`src/rtl/booth_pkg.sv`:
```
package booth_pkg;

  // Controller phase: capture operands, or run recoding steps.
  typedef enum logic {
    PH_CAPTURE = 1'b0,
    PH_STEP    = 1'b1
  } phase_t;

  // Action chosen by one Booth recoding step.
  typedef enum logic [1:0] {
    ACT_NONE = 2'd0,
    ACT_ADD  = 2'd1,
    ACT_SUB  = 2'd2
  } booth_act_t;

  // Recode the pair {multiplier lsb, appended bit} into an action.
  function automatic booth_act_t booth_decode(input logic lsb, input logic appended);
    case ({lsb, appended})
      2'b01:   booth_decode = ACT_ADD;
      2'b10:   booth_decode = ACT_SUB;
      default: booth_decode = ACT_NONE;
    endcase
  endfunction

endpackage

```
`src/rtl/booth_ctrl.sv`:
```
module booth_ctrl #(
  parameter int STEPS = 5
) (
  input  logic clk,
  input  logic rst,
  output logic load_evt,
  output logic step_evt,
  output logic last_evt
);
  import booth_pkg::*;

  localparam int CW = (STEPS > 1) ? $clog2(STEPS) : 1;
  localparam logic [CW-1:0] LAST_IDX = CW'(STEPS - 1);

  phase_t        phase_q;
  logic [CW-1:0] idx_q;

  assign load_evt = (phase_q == PH_CAPTURE);
  assign step_evt = (phase_q == PH_STEP);
  assign last_evt = step_evt && (idx_q == LAST_IDX);

  always_ff @(posedge clk) begin
    if (rst) begin
      phase_q <= PH_CAPTURE;
      idx_q   <= '0;
    end else if (load_evt) begin
      phase_q <= PH_STEP;
      idx_q   <= '0;
    end else if (last_evt) begin
      phase_q <= PH_CAPTURE;
      idx_q   <= '0;
    end else begin
      idx_q   <= idx_q + CW'(1);
    end
  end

endmodule

```
`src/rtl/booth_datapath.sv`:
```
module booth_datapath #(
  parameter int OP_W = 4
) (
  input  logic                     clk,
  input  logic                     rst,
  input  logic                     load_evt,
  input  logic                     step_evt,
  input  logic [OP_W-1:0]          a,
  input  logic [OP_W-1:0]          b,
  output logic [OP_W-1:0]          opa_q,
  output logic [OP_W-1:0]          opb_q,
  output logic                     op_add,
  output logic                     op_sub,
  output logic [2*OP_W-1:0]        prod_next,
  output logic [OP_W+2+OP_W:2*OP_W] prod_hi
);
  import booth_pkg::*;

  localparam int EW = OP_W + 1;      // zero-extended operand width
  localparam int AW = EW + 1;        // accumulator with guard bit
  localparam int CW = AW + EW + 1;   // accumulator, multiplier, appended bit
  localparam int FW = AW + EW;       // full product register width

  logic [AW-1:0] acc_q, mcand_q;
  logic [EW-1:0] mq_q;
  logic          app_q;

  booth_act_t    act;
  logic [AW-1:0] acc_sum;
  logic [CW-1:0] joined, shifted;
  logic [FW-1:0] full_next;

  // One add/subtract step followed by an arithmetic right shift.
  function automatic logic [CW-1:0] booth_shift(input logic [AW-1:0] acc,
                                                input logic [EW-1:0] mq,
                                                input logic          app);
    logic [CW-1:0] cat;
    cat = {acc, mq, app};
    booth_shift = {acc[AW-1], cat[CW-1:1]};
  endfunction

  assign act     = step_evt ? booth_decode(mq_q[0], app_q) : ACT_NONE;
  assign op_add  = (act == ACT_ADD);
  assign op_sub  = (act == ACT_SUB);

  always_comb begin
    case (act)
      ACT_ADD: acc_sum = acc_q + mcand_q;
      ACT_SUB: acc_sum = acc_q - mcand_q;
      default: acc_sum = acc_q;
    endcase
  end

  assign joined    = {acc_sum, mq_q, app_q};
  assign shifted   = booth_shift(acc_sum, mq_q, app_q);
  assign full_next = shifted[CW-1:1];
  assign prod_next = full_next[2*OP_W-1:0];
  assign prod_hi   = full_next[FW-1:2*OP_W];

  always_ff @(posedge clk) begin
    if (rst) begin
      acc_q   <= '0;
      mcand_q <= '0;
      mq_q    <= '0;
      app_q   <= 1'b0;
      opa_q   <= '0;
      opb_q   <= '0;
    end else if (load_evt) begin
      acc_q   <= '0;
      mcand_q <= AW'(a);
      mq_q    <= EW'(b);
      app_q   <= 1'b0;
      opa_q   <= a;
      opb_q   <= b;
    end else if (step_evt) begin
      acc_q   <= shifted[CW-1:EW+1];
      mq_q    <= shifted[EW:1];
      app_q   <= shifted[0];
    end
  end

  // joined is kept for readability of the shift; its lsb part mirrors state.
  logic unused_join;
  assign unused_join = ^joined;

endmodule

```
`src/rtl/booth_result_reg.sv`:
```
module booth_result_reg #(
  parameter int PW = 8
) (
  input  logic          clk,
  input  logic          rst,
  input  logic          pub_evt,
  input  logic [PW-1:0] prod_next,
  output logic [PW-1:0] result
);

  always_ff @(posedge clk) begin
    if (rst)          result <= '0;
    else if (pub_evt) result <= prod_next;
  end

endmodule

```
`src/rtl/booth_free_mult.sv`:
```
module booth_free_mult #(
  parameter int OP_W = 4
) (
  input  logic              clk,
  input  logic              rst,
  input  logic [OP_W-1:0]   a,
  input  logic [OP_W-1:0]   b,
  output logic [2*OP_W-1:0] result
);

  localparam int STEPS = OP_W + 1;
  localparam int PW    = 2 * OP_W;

  // Named internal events, brought out for the bound checker.
  logic                     load_evt;
  logic                     step_evt;
  logic                     pub_evt;
  logic                     op_add;
  logic                     op_sub;
  logic [OP_W-1:0]          opa_q;
  logic [OP_W-1:0]          opb_q;
  logic [PW-1:0]            prod_next;
  logic [OP_W+2+OP_W:PW]    prod_hi;

  booth_ctrl #(.STEPS(STEPS)) u_ctrl (
    .clk      (clk),
    .rst      (rst),
    .load_evt (load_evt),
    .step_evt (step_evt),
    .last_evt (pub_evt)
  );

  booth_datapath #(.OP_W(OP_W)) u_dp (
    .clk       (clk),
    .rst       (rst),
    .load_evt  (load_evt),
    .step_evt  (step_evt),
    .a         (a),
    .b         (b),
    .opa_q     (opa_q),
    .opb_q     (opb_q),
    .op_add    (op_add),
    .op_sub    (op_sub),
    .prod_next (prod_next),
    .prod_hi   (prod_hi)
  );

  booth_result_reg #(.PW(PW)) u_res (
    .clk       (clk),
    .rst       (rst),
    .pub_evt   (pub_evt),
    .prod_next (prod_next),
    .result    (result)
  );

endmodule

```
`config.mk`:
```
export PLATFORM = sky130hd
export DESIGN_NAME = booth_free_mult
export DESIGN_NICKNAME = d
export VERILOG_FILES = /design/src/rtl/booth_pkg.sv /design/src/rtl/booth_ctrl.sv /design/src/rtl/booth_datapath.sv /design/src/rtl/booth_result_reg.sv /design/src/rtl/booth_free_mult.sv
export SDC_FILE = /design/constraint.sdc
export NUM_CORES = 1
export LEC_CHECK = 0
export ABC_CLOCK_PERIOD_IN_PS = 5730
export BUFFER_PORTS_ARGS = -buffer_cell sky130_fd_sc_hd__buf_2
export CORE_MARGIN = 3
export CORE_UTILIZATION = 35
export DETAILED_ROUTE_END_ITERATION = 10
export PLACE_DENSITY = 0.54
export SLEW_MARGIN = 20
export SYNTH_ARGS = -nofsm -noshare
export SYNTH_HDL_FRONTEND = slang
export SYNTH_SLANG_ARGS = --single-unit
```
`constraint.sdc`:
```
create_clock -name clk -period 5.73 [get_ports clk]
set_input_delay 1.4325 -clock clk [delete_from_list [all_inputs] [get_ports clk]]
set_output_delay 1.4325 -clock clk [all_outputs]
set_load 0.05 [all_outputs]
```
---- Word-level counts from Yosys, hierarchy flattened ----
Index checks and enable logic that the tools add are counted.
storage, ports and cells
  bits in registers ....................... 27
  output and inout port bits .............. 8
cells by class
  $add $sub $neg .......................... 3
  bitwise logic cells ..................... 1
  muxes and demuxes ....................... 6
  reduce and logical (&&, ||, !) cells .... 3
  equality and inequality tests ........... 5
operator list
  cell                 count
  $pmux 6 s2           1
  $add 5x5->6          1
  $sub 5x5->6          1
  $eq 2x1->1 const B   2
  $eq 2x2->1 const B   2
  $mux 4               1
  $pmux 2 s2           1
  $add 3x1->3 const B  1
  $eq 3x3->1 const B   1
  $reduce_or 3->1      1
  $mux 1               2
  $mux 2               1
  $reduce_or 2->1      1
  $logic_and 1x1->1    1
  $not 1->1            1

---- Depth between registers and ports, before layout ----
Gate-level depths: netlist of the first run.
  depth after elaboration ................. 5
  gate-level depth with buffers ........... 13

---- Cells and area by module ----
A second synthesis of the first run with hierarchy kept.
second synthesis, totals
  cell total of the unflattened synthesis .. 182
  area, all modules ....................... 1622.8 um^2
by module, submodules not included
  module            cells an instance  area an instance (um^2)  instances
  booth_datapath    138                1159.9                   1
  booth_result_reg  26                 285.3                    1
  booth_ctrl        18                 177.7                    1

---- Worst setup path after synthesis of the first run ----
Ideal clock, no wire load.
  path kind ............................... reg-to-reg
  start point ............................. register u_ctrl.phase_q, in the netlist u_ctrl.step_evt
  end point ............................... register u_dp.acc_q[4] (netlist name)
  cell stages (with the launch flop) ...... 13
  required time ........................... 5.607 ns
  setup slack ............................. 3.244 ns
  clock period less this slack ............ 2.486 ns
  arrival time ............................ 2.363 ns
  path buffers ............................ 2
  cells stage by stage .................... dfxtp_1 buf_4 buf_2 nand2_1 nor2_1 ha_1 mux2i_1 ha_1 nor2b_1 o2111a_1 a211oi_1 a21o_1 nand3_1
on the way
  longest elaborated chain between the ends .. 3
  elaborated cells on any way between the ends .. 6
  those cells by class .................... eq/ne: 2; mux: 2; bitwise: 1; reduce/logical: 1
RTL lines
  item                                      RTL line              text
  start: declaration                        booth_ctrl.sv:15      phase_t phase_q;
  start signal: assignment                  booth_ctrl.sv:24      phase_q <= PH_CAPTURE;
  start signal: assignment                  booth_ctrl.sv:27      phase_q <= PH_STEP;
  start signal: assignment                  booth_ctrl.sv:30      phase_q <= PH_CAPTURE;
  $mux 2                                    booth_datapath.sv:42  assign act = step_evt ? booth_decode(mq_q[0], app_q) : ACT_NONE;
  $eq 2x2->1 or $eq 2x1->1 (tied branches)  --
  $pmux 6 s2                                booth_datapath.sv:47  case (act)
Several ways; a longest one is shown, not always the timed one.
A chain may end at the register's enable or synchronous reset.

---- Worst setup path in the final report of the first run ----
  start point ............................. register u_ctrl.phase_q, in the netlist u_ctrl.step_evt
  end point ............................... register u_res.result[7]
on the way
  longest elaborated chain between the ends .. 3
  elaborated cells on any way between the ends .. 5
  those cells by class .................... eq/ne: 2; mux: 2; reduce/logical: 1
RTL lines
  item                                      RTL line                text
  $mux 2                                    booth_datapath.sv:42
  $eq 2x2->1 or $eq 2x1->1 (tied branches)  --
  $pmux 6 s2                                booth_datapath.sv:47
  end signal: assignment                    booth_result_reg.sv:13  else if (pub_evt) result <= prod_next;
  end: declaration                          booth_result_reg.sv:8   output logic [PW-1:0] result
Several ways; a longest one is shown, not always the timed one.

==> results of run 1 <==
## critical path: cells and delay by family (launching register included)
kind                       cells  cell delay [ps]
AOI/OAI and AO/OA              4              770
DFF                            1              790
adders and majority gates      2              510
and+or+nand+nor                3              470
muxes                          1              310
## metrics by stage
| step | cells | utilization (%) | power, mW | area [um2] | hold WS, ps |
|---|---|---|---|---|---|
| 4_1_cts | 200 | 42.2 | 0.366 | 1470 | 471 |
| 6_report | 200 | 42.2 | 0.363 | 1470 | 458 |
| 2_1_floorplan | 138 | - | 0.247 | 1310 | 417 |
| 5_1_grt | 200 | 42.2 | 0.382 | 1470 | 496 |
| 3_5_place_dp | 196 | 40.9 | 0.260 | 1420 | 449 |
| 3_3_place_gp | 196 | 40.9 | 0.259 | 1420 | 434 |
## flip-flops by register name, summed over array words and instances (netlist names)
name	cells
u_dp.app_q	1
u_dp.mcand_q	4
u_res.result	8
u_ctrl.step_evt	1
u_ctrl.idx_q	3
u_dp.mq_q	5
u_dp.acc_q	5
## cells in the final DEF (no fill, tap or decap), types with 2 or more instances in the layout
master,count
buf_2,17
nor2_1,21
nand3_1,4
mux2i_1,10
ha_1,10
and3_1,4
clkbuf_8,3
a31oi_1,2
a22o_1,4
nor3_1,2
nand2b_1,2
dfxtp_1,27
a21oi_1,4
a21o_1,2
nand2_1,9
o21ai_0,4
xnor2_1,4
inv_1,7
## cells by family after synthesis
logic type	count (synthesis)
mux	10
fa+ha+maj	11
flops	27
simple gates	50
buf+inv	12
compound gates	23
xor+xnor	5
## cell type report
cell class / instances / area (um2) / share of cell area, %
well taps: 46 / 57.6 / 3.93
repair buffers: 17 / 85.1 / 5.81
inverters: 7 / 26.3 / 1.79
multi-input cells: 99 / 711 / 48.5
clock buffers: 4 / 45.0 / 3.07
flip-flops and latches: 27 / 541 / 36.9
## report_power, final
| part | internal [mW] | leakage [nW] | switching (mW) |
|---|---|---|---|
| Sequential | 0.193 | 0.220 | 0.00746 |
| Combinational | 0.0258 | 0.410 | 0.0291 |
| Clock | 0.0498 | 0.0228 | 0.0578 |
## worst paths after layout
| kind | depth (start not counted) | end | slack, ps |
|---|---|---|---|
| max | 10 | u_res.result[7] | 2830 |
| min | 2 | u_res.result[5] | 460 |
| max reg2reg | 10 | u_res.result[7] | 2830 |
| min reg2reg | 2 | u_res.result[5] | 460 |
## layer usage
metal / global-route usage [%] / share of wire (%)
met1: 16.0 / 47
met2: 21.1 / 51
met3: 2.53 / 2.4
met4: 3.04 / 0
met5: 0 / 0
==> metrics.txt, run 1 <==
Seq cells post-synth 27; post-synthesis compound-gate area fraction 12.4%; Seq/Total Area, Yosys 41.4%; num rows 21; CP most frequent cell ha_1; max incr delay on CP 790 ps; Critical Path Fanout Max 15; Area contributors post-synth dfxtp_1 (41%), ha_1 (9.6%), mux2i_1 (7.7%); initial core utilization 37.6%; GRT Util Overall 12.4%; Crit-path slowest cell dfxtp_1; most common cell in the netlist dfxtp_1; Core ar. 3470 um2; maximum clock path buffer count 2; share of the synthesized area in the top cell type 41.4%; post-synth top area cell dfxtp_1; Critical Path AT 3110 ps; mean area per synthesized cell 9.46 um2; Max VDD drop 0.129 mV; Vias 984; max_cap viols 0; area share of and/or/nand/nor cells after synthesis 19.9%; post-CTS sizing 0; IO Port Bufs 17; Setup TNS Final 0 ps; Post-Synthesis Net Count 159; outcome complete, no violations; Nets 176; CTS buffer count 3; WL per Instance 12.6 um; share of synthesized registers carrying an async set or reset 0%; critical path endpoint category register; Hold Path Class reg2reg; Adder-Cell Fraction of Synth Area 11.1%; Die Wd 67.1 um; routability cong. 0.723; aggregate global routing overflow 0; Syn Std Cell Area 1310 um2; Main synth FF type dfxtp_1; Final Skew 4.50 ps; static leakage power 0.652 nW; Die Y 67.1 um; H-tree lvl count 1; CTS tree yes; Tmin final 2900 ps; Final WS setup 2830 ps; Tcrit/Tclk final 50.6%; Crit. Startpoint u_ctrl.step_evt; Post-CTS Setup Inserts 0; Setup CP Type reg2reg; Skew-Pair Late Insertion Delay 270 ps; mux cell area share after synthesis 7.67%; DRT iter0 DRCs 44; Vias/cell 4.92; RSZ-0062 raised after global routing no; hold path start u_res.result[5]; hold buffers post-CTS 0; FILL cells 371; antenna cell count 0; largest net degree at the start of global routing 16; Final Max Slew Viols 0; reg2reg start u_ctrl.step_evt; Worst setup SP type register; detailed placement HPWL 1.91 mm; Synth top cells by count dfxtp_1 (27), nor2_1 (21), ha_1 (10), mux2i_1 (10), nand2_1 (9); first drt pass iteration count 4; root buf cell clkbuf_8; vias in the first global route 969; Max Freq 0.345 GHz; synth unique cells 35; I/O pin cnt 18; CTS clk-pin slew, worst paths 90 ps; pwr/cell area 248 nW/um2; final WL 2.52 mm; # clock sinks 27; dpl ws 2840 ps; Remaining DRCs 0; final hold vios 0; largest family of logic cells by synthesized area simple AND/OR/NAND/NOR gates; CP required 5940 ps; die area 4500 um2; layout cells sized above 1 14.9%; Max-slew headroom 35.1%; first-pass GRT wire length 4.32 mm; Final Setup Violations 0; initial antenna violation count 0; Yosys warning total 0; Slew @ Worst Pin 969 ps; Critical Path, Cell by Cell nand2_1 > nor2_1 > ha_1 > mux2i_1 > ha_1 > nor2b_1 > o21ai_0 > a21oi_1 > a31oi_1 > a32o_1; EDFF count, synth 0; Layout area overhead 12.3%; Synth Instances 138; ANT nets after route 0; Synth Area in XOR/XNOR 3.36%
Power figures use the tool's default switching activity.
==> run 2, diff against run 1 <==
--- a/config.mk
+++ b/config.mk
@@ -5,7 +5,8 @@
 export SDC_FILE = /design/constraint.sdc
 export NUM_CORES = 1
 export LEC_CHECK = 0
-export ABC_CLOCK_PERIOD_IN_PS = 5730
+export ABC_AREA = 1
+export ABC_CLOCK_PERIOD_IN_PS = 2930
 export BUFFER_PORTS_ARGS = -buffer_cell sky130_fd_sc_hd__buf_2
 export CORE_MARGIN = 3
 export CORE_UTILIZATION = 35
==> constraint.sdc (replaced) <==
create_clock -name clk -period 2.93 [get_ports clk]
set_input_delay 0.7325 -clock clk [delete_from_list [all_inputs] [get_ports clk]]
set_output_delay 0.7325 -clock clk [all_outputs]
set_load 0.05 [all_outputs]
==> run 2 against run 1 <==
Net effect:
- final cell count rose by 17%
- sequential power rose by 94%
- wire length down 5.8%
- area after synthesis shrank 2.6%
- die area decreased by 2.4%
- critical endpoint unchanged
- sequential share of layout area up 0.67 points
- clock power grew 48%
- largest power group unchanged
- clock skew is essentially flat
- register-to-register slack worse by 2400 ps
==> metrics.txt, run 2 <==
outcome complete, no violations; initial antenna violation count 0; aggregate global routing overflow 0; Largest delay share family, worst path simple AND/OR/NAND/NOR gates; Synth top cells by count nand2_1 (31), dfxtp_1 (27), inv_1 (27); share of synthesized registers carrying an async set or reset 0%; Slew @ Worst Pin 364 ps; CP required 3160 ps; Max VDD drop 0.271 mV; Sequential Power Share 58.6%; post-synthesis compound-gate area fraction 13.9%; hold buffers post-CTS 0; die area 4390 um2; detailed placement HPWL 1.95 mm; maximum clock path buffer count 2; Tcrit/Tclk final 84.6%; CP Depth 13; area share of and/or/nand/nor cells after synthesis 19.8%; Core ar. 3420 um2; R2R setup slack 450 ps; CTS tree yes; Tmin final 2480 ps; Reg with most FFs u_res.result; Critical Path, Cell by Cell inv_2 > nor3_1 > ha_1 > nor2_1 > a22oi_1 > ha_1 > nand2_1 > nand2_1 > nor3_1 > nand3b_1 > nand2_1 > nand2_1 > nand2_1; num rows 21; WL per Instance 10.2 um; ANT nets after route 0; final hold vios 0; Final Max Slew Viols 0; internal power consumption 0.477 mW; antenna cell count 0; largest family of logic cells by synthesized area simple AND/OR/NAND/NOR gates; Worst setup SP type register; DRT iter0 DRCs 24; Final Setup Violations 0; CTS buffer count 3; Vias 1,060; largest net degree at the start of global routing 17; FILL cells 382; # clock sinks 27; synth unique cells 22; Max-slew headroom 75.5%; H-tree lvl count 1; Syn Std Cell Area 1270 um2; max reg flops 8; reg2reg start u_ctrl.step_evt; most common cell after layout, fill and taps aside nand2_1; Critical path destination u_res.result[7]; first-pass GRT wire length 4.41 mm; static leakage power 0.682 nW; Design Area, Final 1440 um2; Comb pwr share 17.2%; CTS clk-pin slew, worst paths 150 ps; Post-Synthesis Net Count 188; worst path bufs/invs 1; layout cells sized above 1 14.4%; I/O pin cnt 18; worst reg-to-reg path cell count 13; Setup TNS Final 0 ps; post-synth top area cell dfxtp_1; Final Skew 4.69 ps; Setup CP Type reg2reg; Post-CTS Setup Inserts 0; post-CTS sizing 0; initial core utilization 37.2%; critical path endpoint category register; r2r endpoint u_res.result[7]; share of the synthesized area in the top cell type 42.5%; pwr/cell area 460 nW/um2; IO Port Bufs 17; max_cap viols 0; Critical Path AT 2710 ps; Crit-path slowest cell dfxtp_1; Adder-Cell Fraction of Synth Area 11.4%; Skew-Pair Late Insertion Delay 310 ps; Seq/Total Area, Yosys 42.5%; Synth Instances 167; Die Y 66.3 um; commonest cells after routing, fill and taps aside nand2_1 (31), inv_1 (27), dfxtp_1 (27), o21ai_0 (19); mean area per synthesized cell 7.61 um2; Hold Path Class reg2reg; worst hold slack 459 ps; Area contributors post-synth dfxtp_1 (43%), ha_1 (9.8%), nand2_1 (9.2%); Main synth FF type dfxtp_1; Net Sw Frac 28.0%; clock share of power 24.2%; max incr delay on CP 530 ps; Post-DP Area 1410 um2; NetSw 0.185 mW; Nets 209; Die Wd 66.3 um; Layout area overhead 13.2%; mux cell area share after synthesis 0.787%; Yosys warning total 0; final WL 2.37 mm; RSZ-0062 raised after global routing no; Critical Path Fanout Max 10; most common cell in the netlist nand2_1; Max Freq 0.403 GHz; Crit. Startpoint u_ctrl.step_evt; CP most frequent cell nand2_1; largest registers u_res.result: 8 flops, u_dp.acc_q: 5 flops, u_dp.mq_q: 5 flops; Synth Area in XOR/XNOR 2.07%; routability cong. 0.817; GRT Util Overall 12.7%; vias in the first global route 1,031; Remaining DRCs 0; EDFF count, synth 0; Seq cells post-synth 27; first drt pass iteration count 4; root buf cell clkbuf_4; Vias/cell 4.55
## run 2: final cells by class
type	instances	area, um2	share of cell area, %
Clock inverter	1	7.51	0.522
Inverter	29	109	7.57
Multi-Input combinational cell	109	609	42.3
Sequential cell	27	541	37.6
Timing Repair Buffer	18	92.6	6.43
Tap cell	46	57.6	4.00
Clock buffer	3	22.5	1.57
## run 2: how the worst min path moves through the flow
stage                                from              end  slack (ps)  cells after the start
after floorplan           u_ctrl.idx_q[0]  u_ctrl.idx_q[0]         420                      1
after global placement    u_ctrl.idx_q[0]  u_ctrl.idx_q[0]         430                      1
after detailed placement  u_res.result[7]  u_res.result[7]         440                      2
after CTS                 u_res.result[7]  u_res.result[7]         470                      2
after global routing      u_ctrl.idx_q[0]  u_ctrl.idx_q[0]         510                      1
final                     u_ctrl.idx_q[0]  u_ctrl.idx_q[0]         460                      1
## run 2: power groups by stage
stage	Sequential [mW]	Combinational (mW)	Clock (mW)
after detailed placement	0.396	0.114	0
after CTS	0.388	0.114	0.171
after global routing	0.390	0.135	0.188
after floorplan	0.393	0.0893	0
final	0.388	0.114	0.160
after global placement	0.395	0.113	0
## run 2: kinds of logic after synthesis
| family | after synthesis |
|---|---|
| AND/OR/NAND/NOR | 60 |
| flip-flops | 27 |
| multiplexers | 1 |
| adder cells (fa/ha/maj) | 11 |
| AO/OA/AOI/OAI | 34 |
| buffers and inverters | 31 |
| XOR/XNOR | 3 |
## run 2: per-layer routing
| metal | up-vias | routed length, um | GRT usage [%] |
|---|---|---|---|
| met2 | 10 | 1090 | 21.2 |
| met3 | 2 | 75 | 2.89 |
| met1 | 478 | 1200 | 16.8 |
| met5 | - | 0 | 0 |
| met4 | 0 | 15 | 2.03 |
| li1 | 570 | - | - |
## run 2: worst reg2reg max path: cells and delay by family (launching register included)
kind / cells / cell delay (ps)
AOI/OAI and AO/OA: 1 / 200
adders and majority gates: 2 / 590
buffers and inverters: 1 / 90
DFF: 1 / 530
and+or+nand+nor: 9 / 990
## run 2: metrics by stage
step | power [mW] | utilization (%) | setup WS (ps) | instances
after floorplan | 0.482 | - | 684 | 167
after global placement | 0.508 | 41.2 | 539 | 229
after detailed placement | 0.510 | 41.2 | 485 | 229
after CTS | 0.673 | 42.1 | 470 | 233
after global routing | 0.714 | 42.1 | 182 | 233
final | 0.662 | 42.1 | 451 | 233
==> run 3, diff against run 2 <==
--- a/config.mk
+++ b/config.mk
@@ -5,13 +5,13 @@
 export SDC_FILE = /design/constraint.sdc
 export NUM_CORES = 1
 export LEC_CHECK = 0
-export ABC_AREA = 1
-export ABC_CLOCK_PERIOD_IN_PS = 2930
+export ABC_AREA = 0
+export ABC_CLOCK_PERIOD_IN_PS = 2200
 export BUFFER_PORTS_ARGS = -buffer_cell sky130_fd_sc_hd__buf_2
 export CORE_MARGIN = 3
 export CORE_UTILIZATION = 35
 export DETAILED_ROUTE_END_ITERATION = 10
-export PLACE_DENSITY = 0.54
+export PLACE_DENSITY = 0.56
 export SLEW_MARGIN = 20
 export SYNTH_ARGS = -nofsm -noshare
 export SYNTH_HDL_FRONTEND = slang
==> constraint.sdc (replaced) <==
create_clock -name clk -period 2.2 [get_ports clk]
set_input_delay 0.55 -clock clk [delete_from_list [all_inputs] [get_ports clk]]
set_output_delay 0.55 -clock clk [all_outputs]
set_load 0.05 [all_outputs]
==> run 3 against run 2 <==
Net effect:
- total power grew 50%
- largest power group unchanged
- flip-flop and latch count is the same
- sequential share of layout area decreased by 3.3 points
- global-route usage is essentially flat
- register-to-register slack lost 380 ps
==> metrics.txt, run 3 (synthesis gave the netlist of run 1 again) <==
layout cells sized above 1 26.7%; final core area utilization 46.0%; multi-input logic area 773 um2; Worst setup SP type register; worst hold slack 447 ps; DRT iter0 DRCs 44; Remaining DRCs 0; critical path endpoint category register; R2R setup slack 70 ps; number of placed cells counting well taps 203; Die Wd 67.1 um; GRT Util Overall 12.7%; CTS clk-pin slew, worst paths 100 ps; max_cap viols 0; Layout area overhead 22.2%; maximum clock path buffer count 2; # clock sinks 27; ANT nets after route 0; largest net degree at the start of global routing 18; initial core utilization 37.6%; max reg flops 8; first drt pass iteration count 4; Skew-Pair Late Insertion Delay 270 ps; Core ar. 3470 um2; Max-slew headroom 66.6%; Sequential Area 547 um2; largest registers u_res.result: 8 flops, u_dp.acc_q: 5 flops, u_dp.mq_q: 5 flops; detailed placement HPWL 1.98 mm; aggregate global routing overflow 0; Final Setup Violations 0; Critical Path AT 2290 ps; Slew @ Worst Pin 498 ps; hold path start u_ctrl.idx_q[0]; Final Max Slew Viols 0; first-pass GRT wire length 4.31 mm; Tmin final 2130 ps; root buf cell clkbuf_8; Critical Path Fanout Max 3; most common cell after layout, fill and taps aside dfxtp_1; Vias/cell 5.01; Hold Path Sink u_ctrl.idx_q[0]; Reg with most FFs u_res.result; Vias 1,038; routability cong. 0.826; Hold Path Stages 1; Setup CP Type reg2reg; Setup TNS Final 0 ps; FILL cells 352; Hold Path Class reg2reg; I/O pin cnt 18; CTS tree yes; initial antenna violation count 0; final hold vios 0; antenna cell count 0; final WL 2.54 mm; commonest cells after routing, fill and taps aside dfxtp_1 (24), nor2_1 (20), buf_2 (17), mux2i_1 (9), ha_1 (9); Die Y 67.1 um; num rows 21; static leakage power 0.711 nW; Tcrit/Tclk final 96.7%; vias in the first global route 1,001; pwr/cell area 624 nW/um2; WL per Instance 12.3 um; CP required 2370 ps; hold buffers post-CTS 0; Final Skew 4.16 ps; r2r endpoint u_dp.acc_q[4]; CTS buffer count 3; H-tree lvl count 1; Max Freq 0.470 GHz; RSZ-0062 raised after global routing yes; reg2reg start u_dp.mq_q[0]; outcome complete, no violations; Max VDD drop 0.469 mV; IO Port Bufs 17; die area 4500 um2; Nets 183; worst reg-to-reg path cell count 9; final non-filler cell total 207
## run 3: cell count changes in the layout (fill, tap and decap cells not counted), sizes merged, moves of 2 or more
cell,previous run,this run
nand2,31,9
inv,29,8
o21ai,19,5
a21oi,13,4
mux2i,1,10
buf,18,24
and3,0,4
a22o,1,4
nand2b,0,3
nor2,19,22
a21o,0,2
a31oi,0,2
nand3,6,4
xnor2,2,4
## run 3: area by class of cell
class	instances	share of cell area [%]
multi-input combinational	99	48.5
inverter	7	1.65
clock buffer	3	2.59
timing repair buffer	24	8.86
clock inverter	1	0.549
sequential	27	34.3
tap	46	3.61
## run 3: routing by layer
| metal | wire length [um] | vias to the layer above | track usage [%] | part of all wire (%) |
|---|---|---|---|---|
| li1 | - | 526 | - | - |
| met1 | 1210 | 478 | 16.3 | 48 |
| met2 | 1180 | 32 | 20.6 | 46 |
| met3 | 134 | 2 | 4.22 | 5.3 |
| met4 | 11 | 0 | 2.28 | 0.43 |
| met5 | 0 | - | 0 | 0 |
## run 3: worst max path at each step
| stage | startpoint | to | slack (ps) | cells after the start |
|---|---|---|---|---|
| after global placement | u_dp.mq_q[0] | u_dp.acc_q[3] | 140 | 10 |
| after CTS | u_ctrl.step_evt | u_dp.acc_q[4] | 50 | 10 |
| final | u_dp.mq_q[0] | u_dp.acc_q[4] | 70 | 9 |
| after floorplan | u_ctrl.step_evt | u_dp.acc_q[4] | -50 | 12 |
| after global routing | u_ctrl.step_evt | u_dp.acc_q[4] | -30 | 10 |
| after detailed placement | u_ctrl.step_evt | u_dp.acc_q[4] | 70 | 10 |
## run 3: stage by stage
stage	instance area, um2	power, mW	worst slack, ps
6_report	1600	0.996	72.2
5_1_grt	1600	1.06	-34.8
4_1_cts	1540	0.988	52.4
3_5_place_dp	1490	0.691	66.9
3_3_place_gp	1490	0.690	136
2_1_floorplan	1330	0.651	-51.0
## run 3: power by group
group	total, mW	switching [mW]	internal, mW	leakage (nW)
sequential	0.515	0.0127	0.502	0.221
clock	0.297	0.164	0.133	0.0261
combinational	0.184	0.0936	0.0902	0.464
total	0.996	0.270	0.725	0.711
## run 3: critical path, stage by stage (launching register included)
cell      delay [ps]
dfxtp_2          340
nand3b_1         220
ha_4             220
mux2i_4          190
ha_1             270
nor2b_4          130
o2111a_1         240
a211oi_2         230
a21o_1           110
nand3_1           70
## run 3: what timing repair did
action                     4_1_cts  5_1_grt
setup endpoints to repair        0        6
buffers inserted                 0        0
resized for setup                0       15
